--- src/rtl/flt_pkg.sv ---
package flt_pkg;

    typedef enum logic [1:0] {
        ST_OFF   = 2'd0,
        ST_ON    = 2'd1,
        ST_COOL  = 2'd2,
        ST_LATCH = 2'd3
    } flt_state_e;

    typedef struct packed {
        logic expired;
        logic oc;
        logic ftrip;
    } flt_evt_t;

    localparam flt_evt_t EVT_NONE = '{expired: 1'b0, oc: 1'b0, ftrip: 1'b0};

endpackage

--- src/rtl/flt_span_ctr.sv ---
module flt_span_ctr #(
    parameter int W = 9
) (
    input  logic         clk,
    input  logic         rst,
    input  logic         run,
    input  logic         tick,
    input  logic [W-1:0] limit,
    output logic         hit
);
    logic [W-1:0] cnt;
    logic [W:0]   nxt;

    always_comb begin
        nxt = {1'b0, cnt} + (W+1)'(1);
        hit = run && tick && (nxt >= {1'b0, limit});
    end

    always_ff @(posedge clk) begin
        if (rst || !run || hit)
            cnt <= '0;
        else if (tick)
            cnt <= nxt[W-1:0];
    end


    cnt_clr_chk: assert property (@(posedge clk) disable iff (rst)
        !run |=> (cnt == '0));


    cnt_hold_chk: assert property (@(posedge clk) disable iff (rst)
        (run && !tick) |=> $stable(cnt));

endmodule

--- src/rtl/flt_seq.sv ---
module flt_seq
    import flt_pkg::*;
(
    input  logic     clk,
    input  logic     rst,
    input  logic     chan_en,
    input  logic     ilim_act,
    input  logic     ftrip_in,
    input  logic     auto_retry,
    input  logic     flt_hit,
    input  logic     cool_hit,
    output logic     flt_run,
    output logic     cool_run,
    output logic     gate_on,
    output flt_evt_t evt
);
    flt_state_e state;
    logic       ilim_q;

    always_comb begin
        gate_on  = (state == ST_ON);
        flt_run  = (state == ST_ON) && chan_en && ilim_act && !ftrip_in;
        cool_run = (state == ST_COOL) && chan_en;
    end

    always_ff @(posedge clk) begin
        if (rst) begin
            state  <= ST_OFF;
            ilim_q <= 1'b0;
            evt    <= EVT_NONE;
        end else begin
            evt    <= EVT_NONE;
            evt.oc <= (state == ST_ON) && ilim_act && !ilim_q;
            ilim_q <= ilim_act;
            if (!chan_en) begin
                state <= ST_OFF;
            end else begin
                case (state)
                    ST_OFF:  state <= ST_ON;
                    ST_ON: begin
                        if (ftrip_in) begin
                            evt.ftrip <= 1'b1;
                            state     <= ST_COOL;
                        end else if (flt_hit) begin
                            evt.expired <= 1'b1;
                            state       <= auto_retry ? ST_COOL : ST_LATCH;
                        end
                    end
                    ST_COOL: if (cool_hit) state <= ST_ON;
                    ST_LATCH: state <= ST_LATCH;
                    default: state <= ST_OFF;
                endcase
            end
        end
    end


    ftrip_off_chk: assert property (@(posedge clk) disable iff (rst)
        (gate_on && chan_en && ftrip_in) |=> !gate_on);


    exp_gate_chk: assert property (@(posedge clk) disable iff (rst)
        evt.expired |-> !gate_on);


    dis_off_chk: assert property (@(posedge clk) disable iff (rst)
        !chan_en |=> !gate_on);


    latch_hold_chk: assert property (@(posedge clk) disable iff (rst)
        (state == ST_LATCH) |=> !gate_on);


    evt_excl_chk: assert property (@(posedge clk) disable iff (rst)
        $onehot0({evt.expired, evt.ftrip}));


    oc_gate_chk: assert property (@(posedge clk) disable iff (rst)
        evt.oc |-> $past(gate_on));

endmodule

--- src/rtl/flt_guard.sv ---
module flt_guard
    import flt_pkg::*;
#(
    parameter int CODE_W     = 5,
    parameter int STEP_TICKS = 9,
    parameter int COOL_MULT  = 16
) (
    input  logic              clk,
    input  logic              rst,
    input  logic              chan_en,
    input  logic              ilim_act,
    input  logic              ftrip_in,
    input  logic              tick,
    input  logic [CODE_W-1:0] ftime_code,
    input  logic              auto_retry,
    output logic              gate_on,
    output logic              fault_exp,
    output logic              oc_entry,
    output logic              ftrip_evt
);
    localparam int CODE_MAX = (1 << CODE_W) - 1;
    localparam int FLT_W    = $clog2(CODE_MAX * STEP_TICKS + 1);
    localparam int COOL_W   = $clog2(CODE_MAX * STEP_TICKS * COOL_MULT + 1);

    logic [FLT_W-1:0]  flt_lim;
    logic [COOL_W-1:0] cool_lim;
    logic              flt_run, cool_run, flt_hit, cool_hit;
    flt_evt_t          evt;

    always_comb begin
        flt_lim  = FLT_W'(ftime_code) * FLT_W'(STEP_TICKS);
        cool_lim = COOL_W'(flt_lim) * COOL_W'(COOL_MULT);
    end

    flt_span_ctr #(.W(FLT_W)) u_flt_ctr (
        .clk   (clk),
        .rst   (rst),
        .run   (flt_run),
        .tick  (tick),
        .limit (flt_lim),
        .hit   (flt_hit)
    );

    flt_span_ctr #(.W(COOL_W)) u_cool_ctr (
        .clk   (clk),
        .rst   (rst),
        .run   (cool_run),
        .tick  (tick),
        .limit (cool_lim),
        .hit   (cool_hit)
    );

    flt_seq u_seq (
        .clk        (clk),
        .rst        (rst),
        .chan_en    (chan_en),
        .ilim_act   (ilim_act),
        .ftrip_in   (ftrip_in),
        .auto_retry (auto_retry),
        .flt_hit    (flt_hit),
        .cool_hit   (cool_hit),
        .flt_run    (flt_run),
        .cool_run   (cool_run),
        .gate_on    (gate_on),
        .evt        (evt)
    );

    assign fault_exp = evt.expired;
    assign oc_entry  = evt.oc;
    assign ftrip_evt = evt.ftrip;

endmodule

--- config.mk ---
export PLATFORM = sky130hd
export DESIGN_NAME = flt_guard
export DESIGN_NICKNAME = d
export VERILOG_FILES = /design/src/rtl/flt_pkg.sv /design/src/rtl/flt_span_ctr.sv /design/src/rtl/flt_seq.sv /design/src/rtl/flt_guard.sv
export SDC_FILE = /design/constraint.sdc
export NUM_CORES = 1
export LEC_CHECK = 0
export BUFFER_PORTS_ARGS = -buffer_cell sky130_fd_sc_hd__buf_2
export CORE_ASPECT_RATIO = 1.75
export CORE_MARGIN = 10
export CORE_UTILIZATION = 40
export CTS_CLUSTER_SIZE = 24
export DETAILED_ROUTE_END_ITERATION = 16
export GPL_ROUTABILITY_DRIVEN = 0
export SYNTH_ARGS = -nofsm -noshare
export SYNTH_HDL_FRONTEND = slang
export SYNTH_SLANG_ARGS = --single-unit
--- constraint.sdc ---
create_clock -name clk -period 7.6 [get_ports clk]
set_clock_uncertainty 0.05 [all_clocks]
set_input_delay 0.76 -clock clk [delete_from_list [all_inputs] [get_ports clk]]
set_output_delay 0.76 -clock clk [all_outputs]
set_load 0.02 [all_outputs]
# --- After elaboration in Yosys (flattened, before gate mapping) ---
# Cells that the tools add are included.
word_totals:
  regBits: 28
  latchBits: 0
  ramBits: 0
  mem_bits_ro: 0
  in_bits: 12
  output_inout_bits: 4
  elab_cells: 49
  n_memories: 0
op_classes:
  add_sub_neg: 2
  multipliers: 1
  div: 0
  magnitude_cmp: 2
  eq_ne: 5
  shift: 0
  muxes: 7
  bitwise: 2
  n_reduce_logical: 23
op_table:
  columns: ["operator", "count"]
  rows:
  - ["$add A13 B1 Y14 const B", 1]
  - ["$ge A14 B13 Y1", 1]
  - ["$add A9 B1 Y10 const B", 1]
  - ["$ge A10 B9 Y1", 1]
  - ["$logic_and A1 B1 Y1", 10]
  - ["$mul A5 B4 Y9 const B", 1]
  - ["$pmux W2 S4", 1]
  - ["$mux W2", 3]
  - ["$eq A2 B2 Y1 const B", 2]
  - ["$logic_not A1 Y1", 4]
  - ["$logic_or A1 B1 Y1", 4]
  - ["$reduce_or A4 Y1", 1]
  - ["$mux W1", 3]
  - ["$ne A3 B2 Y1 const B", 1]
  - ["$reduce_or A3 Y1", 1]
  - ["$eq A2 B1 Y1 const B", 1]
  - ["$logic_not A2 Y1", 1]
  - ["$ne A2 B2 Y1 const B", 1]
  - ["$not A1 Y1", 2]
  - ["$reduce_and A2 Y1", 1]
  - ["$reduce_or A2 Y1", 1]

# --- Depth between registers and ports, before layout ---
# Gate-level depths: netlist (run 1).
logic_depth:
  ltp_word: 9
  depth_mapped: 13
  ltp_nobuf: 12

# --- Modules after synthesis ---
# Synthesis (run 1) repeated with hierarchy kept, for this count alone.
hier_totals:
  hier_cells: 265
  hier_area_um2: 2323.5
by_module_without_submodules:
  columns: ["mod", "n_inst", "cells_per_inst", "area_per_inst_um2", "seq_area_each_um2"]
  rows:
  - ["flt_span_ctr at u_cool_ctr", 1, 134, 1098.6, 260.2]
  - ["flt_span_ctr at u_flt_ctr", 1, 90, 838.3, 180.2]
  - ["flt_seq", 1, 23, 249.0, 120.1]
  - ["flt_guard", 1, 18, 137.6, 0.0]

# --- Worst setup path after synthesis (run 1) ---
# OpenSTA, ideal clock, no wires.
synth_path:
  path_kind: "in2reg"
  start: "in ftime_code[1]"
  end: "reg u_cool_ctr.cnt[0]"
  setup_time_ns: 0.115
  arrival_ns: 2.990
  t_required_ns: 7.435
  path_slack_ns: 4.445
  path_stages: 11
  n_path_buf: 1
  path_cell_list: "ha_1 > ha_1 > fa_1 > inv_1 > ha_1 > nand4_1 > a21oi_1 > a211oi_2 > o311ai_4 > buf_6 > nor2_1"
synth_between:
  elab_chain_cells: 4
synth_lines:
  columns: ["element", "line", "text"]
  rows:
  - ["from (decl)", "flt_guard.sv:14", "input logic [CODE_W-1:0] ftime_code,"]
  - ["$mul A5 B4 Y9", "flt_guard.sv:31", "flt_lim = FLT_W'(ftime_code) * FLT_W'(STEP_TICKS);"]
  - ["$ge A14 B13 Y1", "flt_span_ctr.sv:16", "hit = run && tick && (nxt >= {1'b0, limit});"]
  - ["$logic_and A1 B1 Y1", "flt_span_ctr.sv:16", null]
  - ["$logic_or A1 B1 Y1", "flt_span_ctr.sv:20", "if (rst || !run || hit)"]
  - ["to (signal assigned)", "flt_span_ctr.sv:23", "cnt <= nxt[W-1:0];"]
  - ["to (decl)", "flt_span_ctr.sv:11", "logic [W-1:0] cnt;"]
# Every way passes these cells.
# A chain may end at the register's enable or synchronous reset.

# --- Worst setup path in the final report (run 1) ---
layout_path:
  start: "in ftime_code[1]"
  end: "reg u_cool_ctr.cnt[6]"
# Same word-level chain as after synthesis.

==> impl_metrics.csv, run 1 <==
group,metric,value,unit
run_status,run_status,"completed",
logic_synthesis,yosysSeqAreaShare,26.92,%
critical_path,crit_path_max_fanout,13,
clocking,cts_root_buf,"clkbuf_8",
power,ir_drop,60.16,uV
sta,hold_viol,0,
critical_path,crit_path_end_kind,"flop",
logic_synthesis,async_flop_share,0,%
critical_path,start_kind,"input pin",
grt,grt_pass1_vias,1722,
cells_and_area,design.final.nets,288,
hold_path,min_from,"u_seq.ilim_q$_SDFF_PP0_",
grt,grt-ovfl-total,0,
logic_synthesis,synth-simple-area-share,25.66,%
power,p_comb_share,10.9,%
route,antenna_left,0,
route,drt_iter0_markers,66,
floorplanning,fp.dieArea,8604,um^2
logic_synthesis,synthAdderAreaFrac,15.38,%
cells_and_area,final_cell_mix,"28 x dfxtp_1, 26 x nor2_1, 24 x ha_1, 23 x xor2_1, 19 x nand2_1",
cells_and_area,antenna_cells,0,
logic_synthesis,synth.area.mux_share,0.9615,%
route,wire_per_inst,14.65,um
floorplanning,initial_core_util,41.48,%
power,clock_power_share,40.0,%
clocking,holdBufCountCts,0,
power,p_leak,0.9233,nW
logic_synthesis,syn_area,2082,um^2
critical_path,startpoint,"ftime_code[1]",
sta,fmax,302.7,MHz
logic_synthesis,avgSynthCellArea,8.711,um^2
grt,antenna_found_initial,0,
grt,gr-usage-all-layers,11.39,%
logic_synthesis,synth_compound_gate_area_share,11.12,%
grt,grt_max_degree,20,
critical_path,path_cells,"buf_2 > ha_1 > ha_1 > fa_1 > inv_1 > ha_1 > nand4_1 > a21oi_1 > a211oi_2 > o311ai_4 > nor2_1",
floorplanning,die_w,74.54,um
route,drtPass1Iterations,4,
clocking,cts.path.max_buffers,2,
route,wirelength,4.455,mm
logic_synthesis,synth_top_family_by_area,"simple AND/OR/NAND/NOR gates",
power,power_density,134.6,nW/um^2
clocking,post_cts_buffers,0,
sta,setup_viol,0,
clocking,clk_pin_slew_worst_paths,0.11,ns
sta,final.setup.tns,0,ns
logic_synthesis,synth_cell_type_count,45,
job,maxCapViolations,0,
logic_synthesis,synthFlopType,"dfxtp_1",
clocking,cts_buffers,3,
critical_path,crit_path_max_incr_delay,0.61,ns
clocking,clock_latency,0.28,ns
power,switchingPower,0.07095,mW
cells_and_area,layout-drive-gt1-share,13.60,%
place,port_buffers,15,
power,seq_power_share,49.1,%
route,drc,0,
sta,worst_slew_pin_slew,0.6254,ns
critical_path,crit_required,7.70,ns
power,p_int,0.2310,mW
floorplanning,core-area,5020,um^2
logic_synthesis,synthCells,239,
power,swShare,23.50,%
logic_synthesis,synth_enable_flop_cells,0,
power,finalPower,0.3020,mW
hold_path,hold_path.class,"reg2reg",
sta,slew_headroom,58.21,%
logic_synthesis,synth_nets,276,
cells_and_area,final_common_cell,"dfxtp_1",
logic_synthesis,yosys_register_bits,28,
logic_synthesis,yosysWarnings,0,
clocking,cts_resized,0,
critical_path,arrival,3.40,ns
place,hpwl,3.607,mm
critical_path,crit_top_cell,"ha_1",
floorplanning,die_h,115.4,um
clocking,htree_levels,1,
cells_and_area,area_growth,7.752,%
route,vias,1642,
sta,rsz0062_at_grt,"no",
grt,grt_pass1_wl,7.762,mm
sta,fin_crit,3.303,ns
sta,period_share,43.46,%
route,post_drt_via_cell_ratio,5.401,
clocking,clock-sinks,28,
critical_path,timing.rr.start,"u_cool_ctr.cnt[2]$_SDFFE_PP0P_",
critical_path,cp_slowest_cell,"o311ai_4",
logic_synthesis,synth_xor_area_share,15.99,%
critical_path,path_class,"in2reg",
floorplanning,pin_count,16,
clocking,cts_tree,"built",
sta,slew_viol_final,0,
floorplanning,core.rowCount,34,
## path summary, 6_finish.rpt
kind	depth (start not counted)	slack, ns	to
max	11	4.30	u_cool_ctr.cnt[6]$_SDFFE_PP0P_
min	1	0.34	u_seq.evt[1]$_SDFF_PP0_
max reg2reg	10	4.50	u_cool_ctr.cnt[6]$_SDFFE_PP0P_
min reg2reg	1	0.34	u_seq.evt[1]$_SDFF_PP0_
## power by group through the flow
stage | logic, mW | registers (mW) | clock network, mW
floorplan | 0.0227 | 0.152 | 0
global placement | 0.0328 | 0.152 | 0
detailed placement | 0.0330 | 0.152 | 0
CTS | 0.0335 | 0.148 | 0.125
global route | 0.0387 | 0.148 | 0.130
finish | 0.0329 | 0.148 | 0.121
## metrics by stage
stage                     cell area [um^2]  util, %  hold slack (ns)  worst slack, ns  std cells
after floorplan                       2082        -           0.3170            4.445        239
after global placement                2172    43.27           0.3265            4.045        300
after detailed placement              2172    43.27           0.3296            3.974        300
after CTS                             2243    44.69           0.3454            4.258        304
after global routing                  2243    44.69           0.3650            4.078        304
final                                 2243    44.69           0.3419            4.297        304
## final cells by class
| class | instances | area, um^2 |
|---|---|---|
| repair buffers | 15 | 75.07 |
| flip-flops and latches | 28 | 560.5 |
| fillers | 516 | 2776 |
| inverters | 8 | 30.03 |
| well taps | 54 | 67.56 |
| clock buffers | 3 | 41.29 |
| clock inverters | 1 | 30.03 |
| multi-input cells | 195 | 1439 |
## Yosys cell counts, drive strengths merged (2+ instances only)
cell type	number	area [um^2]
buf	7	48.79
nor3	9	45.04
xor2	23	201.4
nand2	19	71.32
ha	24	300.3
nand4	9	56.30
nor2	29	116.4
and2	2	15.02
xnor2	15	131.4
o21ai	4	23.77
a21o	4	30.03
nand4b	2	17.52
a211oi	3	27.52
inv	8	30.03
mux2i	2	20.02
nand2b	4	25.02
a21oi	12	71.32
dfxtp	28	560.5
nor2b	4	25.02
and3	2	17.52
nand3	15	100.1
## critical path, delay by kind of cell
kind                       cells  cell delay (ns)
and+or+nand+nor                2             0.23
adders and majority gates      4             1.32
AOI/OAI and AO/OA              3             0.92
buffers and inverters          2             0.17
## flip-flops by register name, summed over array words and instances (netlist names)
signal,flops
u_flt_ctr.cnt,9
u_cool_ctr.cnt,13
u_seq.ilim_q,1
u_seq.evt,3
u_seq.state,2
## cell families (layout without fill, tap and decap cells)
group	count (synthesis)	in the layout
AOI/OAI and AO/OA	30	30
muxes	2	2
DFF	28	28
and+or+nand+nor	100	100
xor gates and xnor gates	38	38
adders and majority gates	25	25
buffers and inverters	16	27
## layer usage
layer | wire [um] | share of wire (%) | vias up | global-route usage, %
met1 | 1730 | 39 | 766 | 11.52
met2 | 2577 | 58 | 17 | 22.26
li1 | - | - | 855 | -
met4 | 44 | 0.99 | 0 | 4.061
met3 | 103 | 2.3 | 4 | 1.627
met5 | 0 | 0 | - | 0
(Power assumes the default switching activity.)
==> inputs of run 2 (changes only) <==
==> constraint.sdc (replaced) <==
create_clock -name clk -period 3.2 [get_ports clk]
set_clock_uncertainty 0.05 [all_clocks]
set_input_delay 0.32 -clock clk [delete_from_list [all_inputs] [get_ports clk]]
set_output_delay 0.32 -clock clk [all_outputs]
set_load 0.02 [all_outputs]
==> run 2 against run 1 <==
Sequential power up 140%. Register-to-register slack worse by 4.2 ns. Total power up 140%. Largest cell class unchanged. Combinational power up 140%. Critical path type is now reg2reg. Highest routed layer unchanged.
==> impl_metrics.csv, run 2 (synthesis gave the netlist of run 1 again) <==
group,metric,value,unit
grt,top_usage_layer,"met2",
critical_path,crit_path_end_kind,"flop",
critical_path,timing.rr.start,"u_cool_ctr.cnt[0]$_SDFFE_PP0P_",
cells_and_area,final_cell_mix,"28 x dfxtp_1, 25 x nor2_1, 23 x xor2_1, 23 x ha_1, 19 x nand2_1",
critical_path,crit_required,3.33,ns
floorplanning,fp.dieArea,8604,um^2
cells_and_area,layout-drive-gt1-share,16.14,%
route,wire_per_inst,14.82,um
cells_and_area,regMostFlops,"u_cool_ctr.cnt",
critical_path,arrival,3.04,ns
cells_and_area,finalNonFillerCells,308,
sta,slew_headroom,69.00,%
cells_and_area,largest_register_ffs,13,
cells_and_area,fillers,515,
clocking,cts_tree,"built",
critical_path,crit_family,"simple AND/OR/NAND/NOR gates",
critical_path,reg2reg_slack,0.29,ns
power,ir_drop,141.5,uV
clocking,clock_latency,0.28,ns
sta,slew_viol_final,0,
route,drt_iter0_markers,85,
critical_path,ff2ff_path_depth,12,
clocking,holdBufCountCts,0,
clocking,htree_levels,1,
grt,gr-usage-all-layers,11.43,%
route,drtPass1Iterations,4,
critical_path,startpoint,"u_cool_ctr.cnt[0]$_SDFFE_PP0P_",
critical_path,cp.depth,12,
place,place_inst,304,
clocking,cts_root_buf,"clkbuf_8",
cells_and_area,design.final.nets,292,
cells_and_area,largestRegisters,"u_cool_ctr.cnt x13, u_flt_ctr.cnt x9, u_seq.evt x3",
grt,grtUsageMet1,11.08,%
power,finalPower,0.7209,mW
grt,met3_usage,2.140,%
sta,fmax,344.1,MHz
floorplanning,core.rowCount,34,
grt,antenna_found_initial,0,
critical_path,worstPathBufferInverterCount,1,
place,hpwl,3.695,mm
clocking,clk_pin_slew_worst_paths,0.11,ns
critical_path,crit_top_cell,"nor2_1",
sta,setup_viol,0,
sta,final.setup.tns,0,ns
route,post_drt_via_cell_ratio,5.523,
route,vias,1701,
critical_path,path_class,"reg2reg",
sta,hold_ws,0.2086,ns
critical_path,crit_path_max_incr_delay,0.41,ns
floorplanning,die_h,115.4,um
clocking,post_cts_buffers,0,
grt,grt_max_degree,20,
route,antenna_left,0,
grt,grt_pass1_wl,7.859,mm
critical_path,cp_slowest_cell,"dfxtp_1",
critical_path,path_cells,"ha_2 > nand3_4 > nor2_1 > nand3_1 > xnor2_1 > ha_1 > nand4_1 > nor2_1 > a211oi_2 > o311ai_4 > buf_4 > nor2_1",
floorplanning,initial_core_util,41.48,%
critical_path,start_kind,"flop",
route,wirelength,4.564,mm
critical_path,endpoint,"u_cool_ctr.cnt[6]$_SDFFE_PP0P_",
critical_path,reg2reg_to,"u_cool_ctr.cnt[6]$_SDFFE_PP0P_",
sta,period_share,90.81,%
floorplanning,die_w,74.54,um
route,drc,0,
clocking,clock-sinks,28,
sta,fin_crit,2.906,ns
hold_path,hold_path.class,"in2reg",
floorplanning,core-area,5020,um^2
cells_and_area,final_common_cell,"dfxtp_1",
clocking,cts_buffers,3,
critical_path,crit_path_max_fanout,13,
clocking,cts.path.max_buffers,2,
power,p_leak,0.9392,nW
grt,grt_pass1_vias,1736,
job,maxCapViolations,0,
grt,grt-ovfl-total,0,
place,port_buffers,15,
cells_and_area,antenna_cells,0,
sta,hold_viol,0,
run_status,run_status,"completed",
cells_and_area,area_growth,9.615,%
sta,rsz0062_at_grt,"no",
grt,use_met2,22.26,%
floorplanning,pin_count,16,
power,power_density,315.9,nW/um^2
sta,worst_slew_pin_slew,0.4625,ns
## run 2: area by class of cell
cell class | count | area, um^2 | area share [%]
clock buffers | 3 | 41.29 | 1.809
inverters | 8 | 30.03 | 1.316
multi-input cells | 195 | 1448 | 63.43
repair buffers | 19 | 105.1 | 4.605
clock inverters | 1 | 30.03 | 1.316
well taps | 54 | 67.56 | 2.961
flip-flops and latches | 28 | 560.5 | 24.56
## run 2: where the power goes
part	total (mW)	internal [mW]	leakage (nW)	switching, mW
registers	0.352	0.351	0.226	0.00120
logic	0.0803	0.0308	0.677	0.0496
clock network	0.289	0.168	0.0357	0.121
## run 2: what timing repair did
item / 4_1_cts / 5_1_grt
gates resized for setup: 0 / 3
endpoints found under the setup margin: 0 / 13
endpoints found under the hold margin: 0 / 0
## run 2: through the flow
stage	util [%]	cell area (um^2)	worst slack (ns)
global placement	43.87	2202	0.1295
detailed placement	43.87	2202	0.1029
floorplan	-	2082	0.4854
global route	45.46	2282	0.02328
finish	45.46	2282	0.2939
CTS	45.29	2273	0.1944
## run 2: how the worst min path moves through the flow
stage,startpoint,endpoint,slack [ns],depth (start not counted)
final,rst,u_seq.ilim_q$_SDFF_PP0_,0.21,2
after global placement,u_seq.ilim_q$_SDFF_PP0_,u_seq.evt[1]$_SDFF_PP0_,0.33,1
after detailed placement,u_seq.ilim_q$_SDFF_PP0_,u_seq.evt[1]$_SDFF_PP0_,0.32,1
after CTS,rst,u_seq.ilim_q$_SDFF_PP0_,0.20,2
after global routing,rst,u_seq.ilim_q$_SDFF_PP0_,0.21,2
after floorplan,u_seq.ilim_q$_SDFF_PP0_,u_seq.evt[1]$_SDFF_PP0_,0.32,1
## run 2: routing by layer
metal	vias up	share of wire [%]
met5	-	0
met4	0	2.2
met3	8	3.2
met2	25	57
met1	808	37
li1	860	-
## run 2: worst register-to-register path, delay by kind of cell (launching register included)
family                   cells  cell delay, ns
flip-flops                   1            0.41
adder cells (fa/ha/maj)      2            0.57
AO/OA/AOI/OAI                2            0.40
XOR/XNOR                     1            0.19
buffers and inverters        1            0.24
AND/OR/NAND/NOR              6            0.94
